==> src/rtl/fpctl_pkg.sv <==
package fpctl_pkg;
    localparam int WORD_W   = 32;
    localparam int SEL_W    = 5;
    localparam int NUM_CC   = 8;
    localparam int CC_IDX_W = $clog2(NUM_CC);

    localparam logic [SEL_W-1:0] SEL_CC   = 5'd25;
    localparam logic [SEL_W-1:0] SEL_EXC  = 5'd26;
    localparam logic [SEL_W-1:0] SEL_ENA  = 5'd28;
    localparam logic [SEL_W-1:0] SEL_FULL = 5'd31;

    localparam int POS_NAN  = 18;
    localparam int POS_ABS  = 19;
    localparam int POS_CC0  = 23;
    localparam int POS_FZ   = 24;
    localparam int POS_CCHI = 25;

    localparam logic [WORD_W-1:0] FLD_RM    = 32'h0000_0003;
    localparam logic [WORD_W-1:0] FLD_FLAG  = 32'h0000_007C;
    localparam logic [WORD_W-1:0] FLD_ENA   = 32'h0000_0F80;
    localparam logic [WORD_W-1:0] FLD_CAUSE = 32'h0003_F000;
    localparam logic [WORD_W-1:0] FLD_CCHI  = 32'hFE00_0000;
    localparam logic [WORD_W-1:0] FLD_GUARD = 32'h007C_0000;
    localparam logic [WORD_W-1:0] FLD_CC0   = 32'h1 << POS_CC0;
    localparam logic [WORD_W-1:0] FLD_FZ    = 32'h1 << POS_FZ;

    typedef enum logic {
        EXC_IDLE,
        EXC_CHECK
    } exc_state_e;
endpackage

==> src/rtl/fpctl_view_read.sv <==
module fpctl_view_read
    import fpctl_pkg::*;
(
    input  logic [WORD_W-1:0] cur,
    input  logic [SEL_W-1:0]  sel,
    output logic [WORD_W-1:0] rd_data
);
    always_comb begin
        unique case (sel)
            SEL_CC:  rd_data = {24'd0, cur[WORD_W-1:POS_CCHI], cur[POS_CC0]};
            SEL_EXC: rd_data = cur & (FLD_CAUSE | FLD_FLAG);
            SEL_ENA: rd_data = (cur & (FLD_RM | FLD_ENA)) | {29'd0, cur[POS_FZ], 2'd0};
            default: rd_data = cur;
        endcase
    end
endmodule

==> src/rtl/fpctl_write_merge.sv <==
module fpctl_write_merge
    import fpctl_pkg::*;
#(
    parameter logic [WORD_W-1:0] WR_MASK = 32'hFF83_FFFF
) (
    input  logic [WORD_W-1:0] cur,
    input  logic [SEL_W-1:0]  sel,
    input  logic              wr_en,
    input  logic [WORD_W-1:0] wr_data,
    input  logic              rel6_mode,
    output logic [WORD_W-1:0] nxt,
    output logic              accept
);
    localparam logic [WORD_W-1:0] EXC_FIELDS = FLD_CAUSE | FLD_FLAG;
    localparam logic [WORD_W-1:0] ENA_DATA   = FLD_RM | FLD_ENA;

    logic guard_hit;
    logic cc_hi_hit;

    assign guard_hit = |(wr_data & FLD_GUARD);
    assign cc_hi_hit = |wr_data[WORD_W-1:8];

    always_comb begin
        nxt    = cur;
        accept = 1'b0;
        if (wr_en) begin
            unique case (sel)
                SEL_CC: begin
                    if (!cc_hi_hit && !rel6_mode) begin
                        accept = 1'b1;
                        nxt    = {wr_data[7:1], cur[POS_FZ], wr_data[0], cur[POS_CC0-1:0]};
                    end
                end
                SEL_EXC: begin
                    if (!guard_hit) begin
                        accept = 1'b1;
                        nxt    = (cur & ~EXC_FIELDS) | (wr_data & EXC_FIELDS);
                    end
                end
                SEL_ENA: begin
                    if (!guard_hit) begin
                        accept = 1'b1;
                        nxt    = (cur & ~(ENA_DATA | FLD_FZ)) | (wr_data & ENA_DATA);
                        nxt[POS_FZ] = wr_data[2];
                    end
                end
                SEL_FULL: begin
                    accept = 1'b1;
                    nxt    = (wr_data & WR_MASK) | (cur & ~WR_MASK);
                end
                default: begin
                    accept = 1'b0;
                    nxt    = cur;
                end
            endcase
        end
    end
endmodule

==> src/rtl/fpctl_exc_fsm.sv <==
module fpctl_exc_fsm
    import fpctl_pkg::*;
(
    input  logic              clk,
    input  logic              rst_n,
    input  logic              accept,
    input  logic [WORD_W-1:0] cur,
    output logic              fp_exc_req
);
    exc_state_e state_q, state_d;
    logic       pending_hit;

    assign pending_hit = |(cur[17:12] & {1'b1, cur[11:7]});

    always_comb begin
        state_d = state_q;
        unique case (state_q)
            EXC_IDLE:  if (accept) state_d = EXC_CHECK;
            EXC_CHECK: state_d = accept ? EXC_CHECK : EXC_IDLE;
            default:   state_d = EXC_IDLE;
        endcase
    end

    always_ff @(posedge clk) begin
        if (!rst_n) state_q <= EXC_IDLE;
        else        state_q <= state_d;
    end

    always_comb begin
        unique case (state_q)
            EXC_CHECK: fp_exc_req = pending_hit;
            default:   fp_exc_req = 1'b0;
        endcase
    end

    assert_exc_after_wr_R8: assert property (@(posedge clk) disable iff (!rst_n)
        fp_exc_req |-> $past(accept));

    assert_exc_idle_low_R8: assert property (@(posedge clk) disable iff (!rst_n)
        (state_q == EXC_IDLE) |-> !fp_exc_req);
endmodule

==> src/rtl/fpctl_reg_unit.sv <==
module fpctl_reg_unit
    import fpctl_pkg::*;
#(
    parameter bit LEGACY_CC  = 1'b0,
    parameter bit RESET_2008 = 1'b1
) (
    input  logic              clk,
    input  logic              rst_n,
    input  logic              rel6_mode,
    input  logic [SEL_W-1:0]  reg_sel,
    input  logic              wr_en,
    input  logic [WORD_W-1:0] wr_data,
    output logic [WORD_W-1:0] rd_data,
    input  logic              cc_wr,
    input  logic [CC_IDX_W-1:0] cc_idx,
    input  logic              cc_val,
    output logic [1:0]        round_mode,
    output logic              flush_zero,
    output logic              snan_is_one,
    output logic              fp_exc_req
);
    localparam logic [WORD_W-1:0] BASE_MASK = FLD_RM | FLD_FLAG | FLD_ENA | FLD_CAUSE | FLD_FZ | FLD_CC0;
    localparam logic [WORD_W-1:0] WR_MASK   = LEGACY_CC ? BASE_MASK : (BASE_MASK | FLD_CCHI);
    localparam logic [WORD_W-1:0] RST_VAL   = RESET_2008 ? ((32'h1 << POS_NAN) | (32'h1 << POS_ABS)) : '0;

    logic [WORD_W-1:0] word_q, word_d, merge_nxt;
    logic              wr_accept;
    logic [WORD_W-1:0] cc_onehot;
    logic [SEL_W-1:0]  cc_bitpos;

    fpctl_view_read u_read (
        .cur     (word_q),
        .sel     (reg_sel),
        .rd_data (rd_data)
    );

    fpctl_write_merge #(.WR_MASK(WR_MASK)) u_merge (
        .cur       (word_q),
        .sel       (reg_sel),
        .wr_en     (wr_en),
        .wr_data   (wr_data),
        .rel6_mode (rel6_mode),
        .nxt       (merge_nxt),
        .accept    (wr_accept)
    );

    fpctl_exc_fsm u_exc (
        .clk        (clk),
        .rst_n      (rst_n),
        .accept     (wr_accept),
        .cur        (word_q),
        .fp_exc_req (fp_exc_req)
    );

    generate
        for (genvar g = 0; g < NUM_CC; g++) begin : g_cc_map
            localparam int BITP = (g == 0) ? POS_CC0 : (POS_FZ + g);
            assign cc_onehot[BITP] = cc_wr && (cc_idx == CC_IDX_W'(g));
        end
        for (genvar b = 0; b < WORD_W; b++) begin : g_cc_zero
            if (!(b == POS_CC0 || b >= POS_CCHI)) begin : g_z
                assign cc_onehot[b] = 1'b0;
            end
        end
    endgenerate

    assign cc_bitpos = (cc_idx == '0) ? SEL_W'(POS_CC0) : SEL_W'(POS_FZ) + SEL_W'(cc_idx);

    always_comb begin
        word_d = word_q;
        if (wr_accept)
            word_d = merge_nxt;
        else
            word_d = (word_q & ~cc_onehot) | (cc_val ? cc_onehot : '0);
    end

    always_ff @(posedge clk) begin
        if (!rst_n) word_q <= RST_VAL;
        else        word_q <= word_d;
    end

    assign round_mode  = word_q[1:0];
    assign flush_zero  = word_q[POS_FZ];
    assign snan_is_one = ~word_q[POS_NAN];

    assert_cc_reject_R3: assert property (@(posedge clk) disable iff (!rst_n)
        (wr_en && reg_sel == SEL_CC && (rel6_mode || |wr_data[31:8]) && !cc_wr) |=> $stable(word_q));

    assert_full_mask_R6: assert property (@(posedge clk) disable iff (!rst_n)
        (wr_en && reg_sel == SEL_FULL) |=> ((word_q & ~WR_MASK) == ($past(word_q) & ~WR_MASK)));

    assert_other_ignored_R7: assert property (@(posedge clk) disable iff (!rst_n)
        (wr_en && !cc_wr && reg_sel != SEL_CC && reg_sel != SEL_EXC &&
         reg_sel != SEL_ENA && reg_sel != SEL_FULL) |=> $stable(word_q));

    assert_cc_update_R10: assert property (@(posedge clk) disable iff (!rst_n)
        (cc_wr && !wr_accept) |=> (word_q[$past(cc_bitpos)] == $past(cc_val)));
endmodule

==> config.mk <==
export PLATFORM = sky130hd
export DESIGN_NAME = fpctl_reg_unit
export DESIGN_NICKNAME = d
export VERILOG_FILES = /design/src/rtl/fpctl_pkg.sv /design/src/rtl/fpctl_view_read.sv /design/src/rtl/fpctl_write_merge.sv /design/src/rtl/fpctl_exc_fsm.sv /design/src/rtl/fpctl_reg_unit.sv
export SDC_FILE = /design/constraint.sdc
export NUM_CORES = 1
export LEC_CHECK = 0
export ABC_AREA = 0
export CAP_MARGIN = 20
export CELL_PAD_IN_SITES_DETAIL_PLACEMENT = 1
export CELL_PAD_IN_SITES_GLOBAL_PLACEMENT = 2
export CORE_ASPECT_RATIO = 1.25
export CORE_UTILIZATION = 27
export CTS_BUF_LIST = sky130_fd_sc_hd__clkbuf_8
export CTS_CLUSTER_DIAMETER = 40
export DETAILED_ROUTE_END_ITERATION = 10
export PLACE_DENSITY_LB_ADDON = 0.1
export RECOVER_POWER = 50
export SYNTH_ARGS = -nofsm -noshare
export SYNTH_HDL_FRONTEND = slang
export SYNTH_SLANG_ARGS = --single-unit
==> constraint.sdc <==
create_clock -name clk -period 2.8 [get_ports clk]
set_input_delay 0.28 -clock clk [delete_from_list [all_inputs] [get_ports clk]]
set_output_delay 0.28 -clock clk [all_outputs]
set_load 0.01 [all_outputs]
# Yosys cells after proc, flatten, opt, wreduce, memory -nomap -nowiden
# Index checks and enable logic that the tools add are counted.
[word_totals]
latch_bits = 0
elab_cells = 62
ramBits = 0
ff_bits = 33
memories = 0
out_inout_bits = 37
romBits = 0
[op_classes]
n_reduce_logical = 18
eq_ne = 18
n_addsub = 0
div = 0
mux = 14
n_mul = 0
order_cmp = 0
n_shift = 0
n_bitwise = 9
[op_table]
columns = ["op", "count"]
rows = [
  ["32-bit two-way mux", 6],
  ["32-bit case mux with 4 select lines", 1],
  ["32-bit case mux with 3 select lines", 1],
  ["32-bit bitwise AND", 1],
  ["32-bit inverter", 1],
  ["32-bit by 12-bit bitwise OR with 32-bit output", 1],
  ["32-bit by 18-bit bitwise OR with 32-bit output", 1],
  ["32-bit by 23-bit bitwise OR with 32-bit output", 1],
  ["32-bit bitwise OR", 1],
  ["24-bit OR reduction", 1],
  ["5-bit equality test, second input constant", 4],
  ["3-bit equality test, second input constant", 4],
  ["12-bit by 3-bit bitwise OR with 12-bit output", 1],
  ["5-bit AND reduction", 2],
  ["1-bit logical AND", 9],
  ["3-bit inequality test, second input constant", 3],
  ["6-bit bitwise AND", 1],
  ["3-bit by 2-bit equality test with 1-bit output, second input constant", 2],
  ["6-bit OR reduction", 1],
  ["1-bit two-way mux", 5],
  ["5-bit inequality test, second input constant", 1],
  ["5-bit OR reduction", 1],
  ["2-bit inequality test, second input constant", 2],
  ["4-bit inequality test, second input constant", 1],
  ["other kinds (6)", 7],
]

# Depth between registers and ports, before layout
[logic_depth]
ltp_word = 8
ltp_mapped = 10
ltp_nobuf = 6

# Cells and area by module
# A second synthesis with hierarchy kept.
[hier_totals]
hier_cells = 295
hier_area_um2 = 2534.9
[by_module_without_submodules]
columns = ["module", "cells_per_inst", "seq_area_each_um2", "instances", "area_each_um2"]
rows = [
  ["fpctl_reg_unit", 124, 640.6, 1, 1321.3],
  ["fpctl_write_merge", 114, 0.0, 1, 813.3],
  ["fpctl_view_read", 50, 0.0, 1, 344.1],
  ["fpctl_exc_fsm", 7, 20.0, 1, 56.3],
]

# Worst setup path after synthesis
# Ideal clock, no wire load.
[synth_path]
path_kind = "input to register"
from = "input port wr_data[19]"
to = "register with a tool-made name"
stages = 7
setup_time_ns = 0.138
path_buffers = 1
setup_slack_ns = 1.011
arrival_time_ns = 1.651
path_cell_list = "or3_1 -> or3_1 -> o22a_1 -> and3_1 -> buf_6 -> o311ai_1 -> o311ai_1"
[synth_rtl]
columns = ["element", "line_no", "source"]
rows = [
  ["start, declared", "fpctl_reg_unit.sv:12", "input logic [WORD_W-1:0] wr_data,"],
]

# Final worst setup path
[layout_path]
from = "input port reg_sel[1]"
to = "output port rd_data[1]"
[layout_between]
elab_chain_cells = 2
word_cells_on_any_way = 4
cone_classes = "3 x eq/ne; 1 x mux"
[layout_rtl]
columns = ["element", "line_no", "source"]
rows = [
  ["start, declared", "fpctl_reg_unit.sv:10", "input logic [SEL_W-1:0] reg_sel,"],
  ["5-bit equality test", "fpctl_view_read.sv:9", "unique case (sel)"],
  ["32-bit case mux with 3 select lines (*)", "fpctl_view_read.sv:9", ""],
  ["end, declared", "fpctl_reg_unit.sv:13", "output logic [WORD_W-1:0] rd_data,"],
]
# Every way passes the cells marked *; elsewhere a longest branch is shown, timed or not.

==> results.md <==
- Area Overhead vs Synth: 48.37%
- Overflow left after global routing: 0
- Worst EP arrival: 2340 ps
- Initial drt markers: 84
- Die Y: 101.6 um
- Switching power: roughly 280 uW
- Mux share of post-synthesis cell area: 3.734%
- Setup WS post-layout: 180.0 ps
- Unrepaired setup endpoints after global routing: false
- Peak supply drop: roughly 0.14 mV
- Core Region: 7747 um2
- Synth async-reset ratio: 0%
- CP required: 2520 ps
- Setup violations, final: 0
- ANT cells: 0
- Endpoint class of the critical path: output pin
- Worst Path Max Fanout: 12
- Post-synthesis compound-gate area fraction: 21.35%
- Synthesis Warnings: 0
- Peak Freq: 381.7 MHz
- PD cells: around 320 nW/um2
- I/O pin total: 83
- Register area: 660.6 um2
- Antenna-violating nets left: 0
- First-pass GRT wire length: 11.77 mm
- Clock sinks: 33
- Row count: 36
- Combinational family with the most area after synthesis: simple AND/OR/NAND/NOR gates
- Flop pwr share: 46.4%
- R2r setup slk: roughly 1700 ps
- H-tree depth: 2
- CP peak stage delay: 530 ps
- Slowest CP cell: clkdlybuf4s50_1
- Leak: between 1 and 1.5 nW
- Routability cong.: 0.8552
- Pre-CTS WS: 65.02 ps
- Cts bufs inserted: 5
- Share of layout cells above drive strength 1: 8.286%
- Dominant cells by area after synthesis: dfxtp_1 (31%), nor2b_1 (5.8%), a22o_1 (5.7%)
- Period utilization: between 90% and 100%
- Worst Hold Depth: 2
- Crit path cell chain: clkdlybuf4s50_1 -> buf_4 -> nor4bb_1 -> buf_4 -> a22o_1 -> a22o_1 -> clkdlybuf4s50_1
- Initial Util: 27.68%
- Post-synth top cells: dfxtp_1 (33), nand2_1 (26), nor2b_1 (20), and2_1 (19), nand3_1 (16)
- Multi-input gate area: 1349 um2
- Register area share after synthesis: 30.81%
- Nets: roughly 400
- CTS clock-pin slew for the worst setup and hold paths: 70 ps
- Ys flop type: dfxtp_1
- Largest net degree at the start of global routing: 35
- Hold crit path type: flip-flop to flip-flop
- Syn Nets: 308
- Status: finished, final reports clean
- Max Used Layer: met4
- Cell taking the most area after synthesis: dfxtp_1
- Clk pwr share: 34.2%
- #FFs+latches synth: 33
- Worst-Margin Slew: 1387 ps
- Width of the die: 81.72 um
- Switching share of power: 27.15%
- Count of input and output buffers: roughly 80
- Post-detail-place hpwl: approximately 6 mm
- Slew Limit Fails: 0
- Post-synthesis simple-gate area fraction: 36.29%
- Reg2Reg Depth: 4
- Vias: between 2k and 2.5k
- Mean post-synth cell area: about 8.2 um2
- Clk buf depth: 2
- Mapped Cells: 262
- Clock latency on the worst-skew pair: 280 ps
- Synth top area share: 30.81%
- CTS root buffer: clkbuf_8
- Yosys cell types: 43
- Final Skew: 0 ps
- Gr usage total: 18.82%
- CTS tree: built
- # resized after CTS: 0
- Final number of hold-violating endpoints: 0
- Met2 WL: 3.786 mm
- CTS Hold Bufs: 0
- Wl on met1: 3.482 mm
- Postcts setup bufs: 0
- WL per Instance: 17.09 um
- Path type of the worst setup path: primary input to output pin
- Synth Area in Adders: 0%
- Cell area after synthesis: 2145 um2
- DR pass1 iterations: 4
- Die area: 8306 um2
- Worst hold start: word_q[18]
- Hold Path Sink: word_q[18]
- Drt via density: 5.213
- Slew HR: under 10%
- EDFF count, synth: 0
- Metal3 WL: 295 um
- Post-Synth XOR/XNOR Area: 1.225%
- Vias in the first global route: 2326
- Residual DRC: 0
- Count leader, synth: dfxtp_1
- Total Routed Length: 7.603 mm
- Setup_tns: 0 ps
- Max cap viols: 0
- Gate power share: 19.4%
- Crit path time final: 2620 ps
- Worst Hold Margin: ~440 ps
- Fill cells: 962
- Int Power: 750.6 uW
- CP Launch Type: primary input
- Initial antenna violation count: 0
## worst max-delay path, delay by kind of cell
family          cells  cell delay (ps)
buf+inv             4             1460
simple gates        1              300
compound gates      2              290
## placed cells by master, fill, tap and decap left out, types with 9 or more instances in the layout
cell,Yosys,final
dlygate4sd3_1,0,11
nand3_1,16,16
or3_1,9,9
nand2_1,26,26
nor4_1,10,10
a21boi_0,12,12
a22o_1,14,14
nor2b_1,20,20
clkdlybuf4s50_1,0,71
dfxtp_1,33,33
buf_4,3,17
and2_1,19,17
## routing by layer
layer  track usage (%)  up-vias
met5                 0        -
met3             2.883        4
met2             33.40       52
li1                  -     1147
met4             3.644        0
met1             23.82     1117
## cell families (layout without fill, tap and decap cells)
kind of cell           after synthesis  count (layout)
AO/OA/AOI/OAI                       56              56
XOR/XNOR                             3               3
buffers and inverters               25             113
flip-flops                          33              33
multiplexers                         8               8
AND/OR/NAND/NOR                    137             137
## how the worst max path moves through the flow
stage	startpoint	end	slack (ps)	cells after the start
2_1_floorplan	wr_data[19]	flip-flop	1010	7
3_3_place_gp	reg_sel[3]	rd_data[24]	90	7
3_5_place_dp	reg_sel[3]	rd_data[24]	70	7
4_1_cts	reg_sel[3]	rd_data[30]	50	7
5_1_grt	reg_sel[1]	rd_data[1]	60	7
6_report	reg_sel[1]	rd_data[1]	180	7
## area by class of cell
class                   count  share of cell area (%)
inverters                   4                  0.4719
flip-flops and latches     33                   20.76
repair buffers            101                   30.04
clock buffers               5                   2.163
well taps                  95                   3.736
multi-input cells         204                   42.39
clock inverters             3                  0.4326
## stage by stage
stage | cell area, um2 | std cells | utilization (%) | power, mW
2_1_floorplan | 2145 | 262 | - | 0.5683
3_3_place_gp | 3100 | 437 | 40.02 | 0.6896
3_5_place_dp | 3100 | 437 | 40.02 | 0.6900
4_1_cts | 3183 | 445 | 41.09 | 1.040
5_1_grt | 3182 | 445 | 41.07 | 1.077
6_report | 3182 | 445 | 41.07 | 1.030
## power groups by stage
stage / combinational [mW] / clock, mW / sequential (mW)
CTS: 0.202 / 0.360 / 0.478
floorplan: 0.0814 / 0 / 0.487
global placement: 0.200 / 0 / 0.490
global route: 0.216 / 0.382 / 0.479
finish: 0.200 / 0.352 / 0.478
detailed placement: 0.201 / 0 / 0.489
No activity file was read; power rests on OpenSTA's default activity.
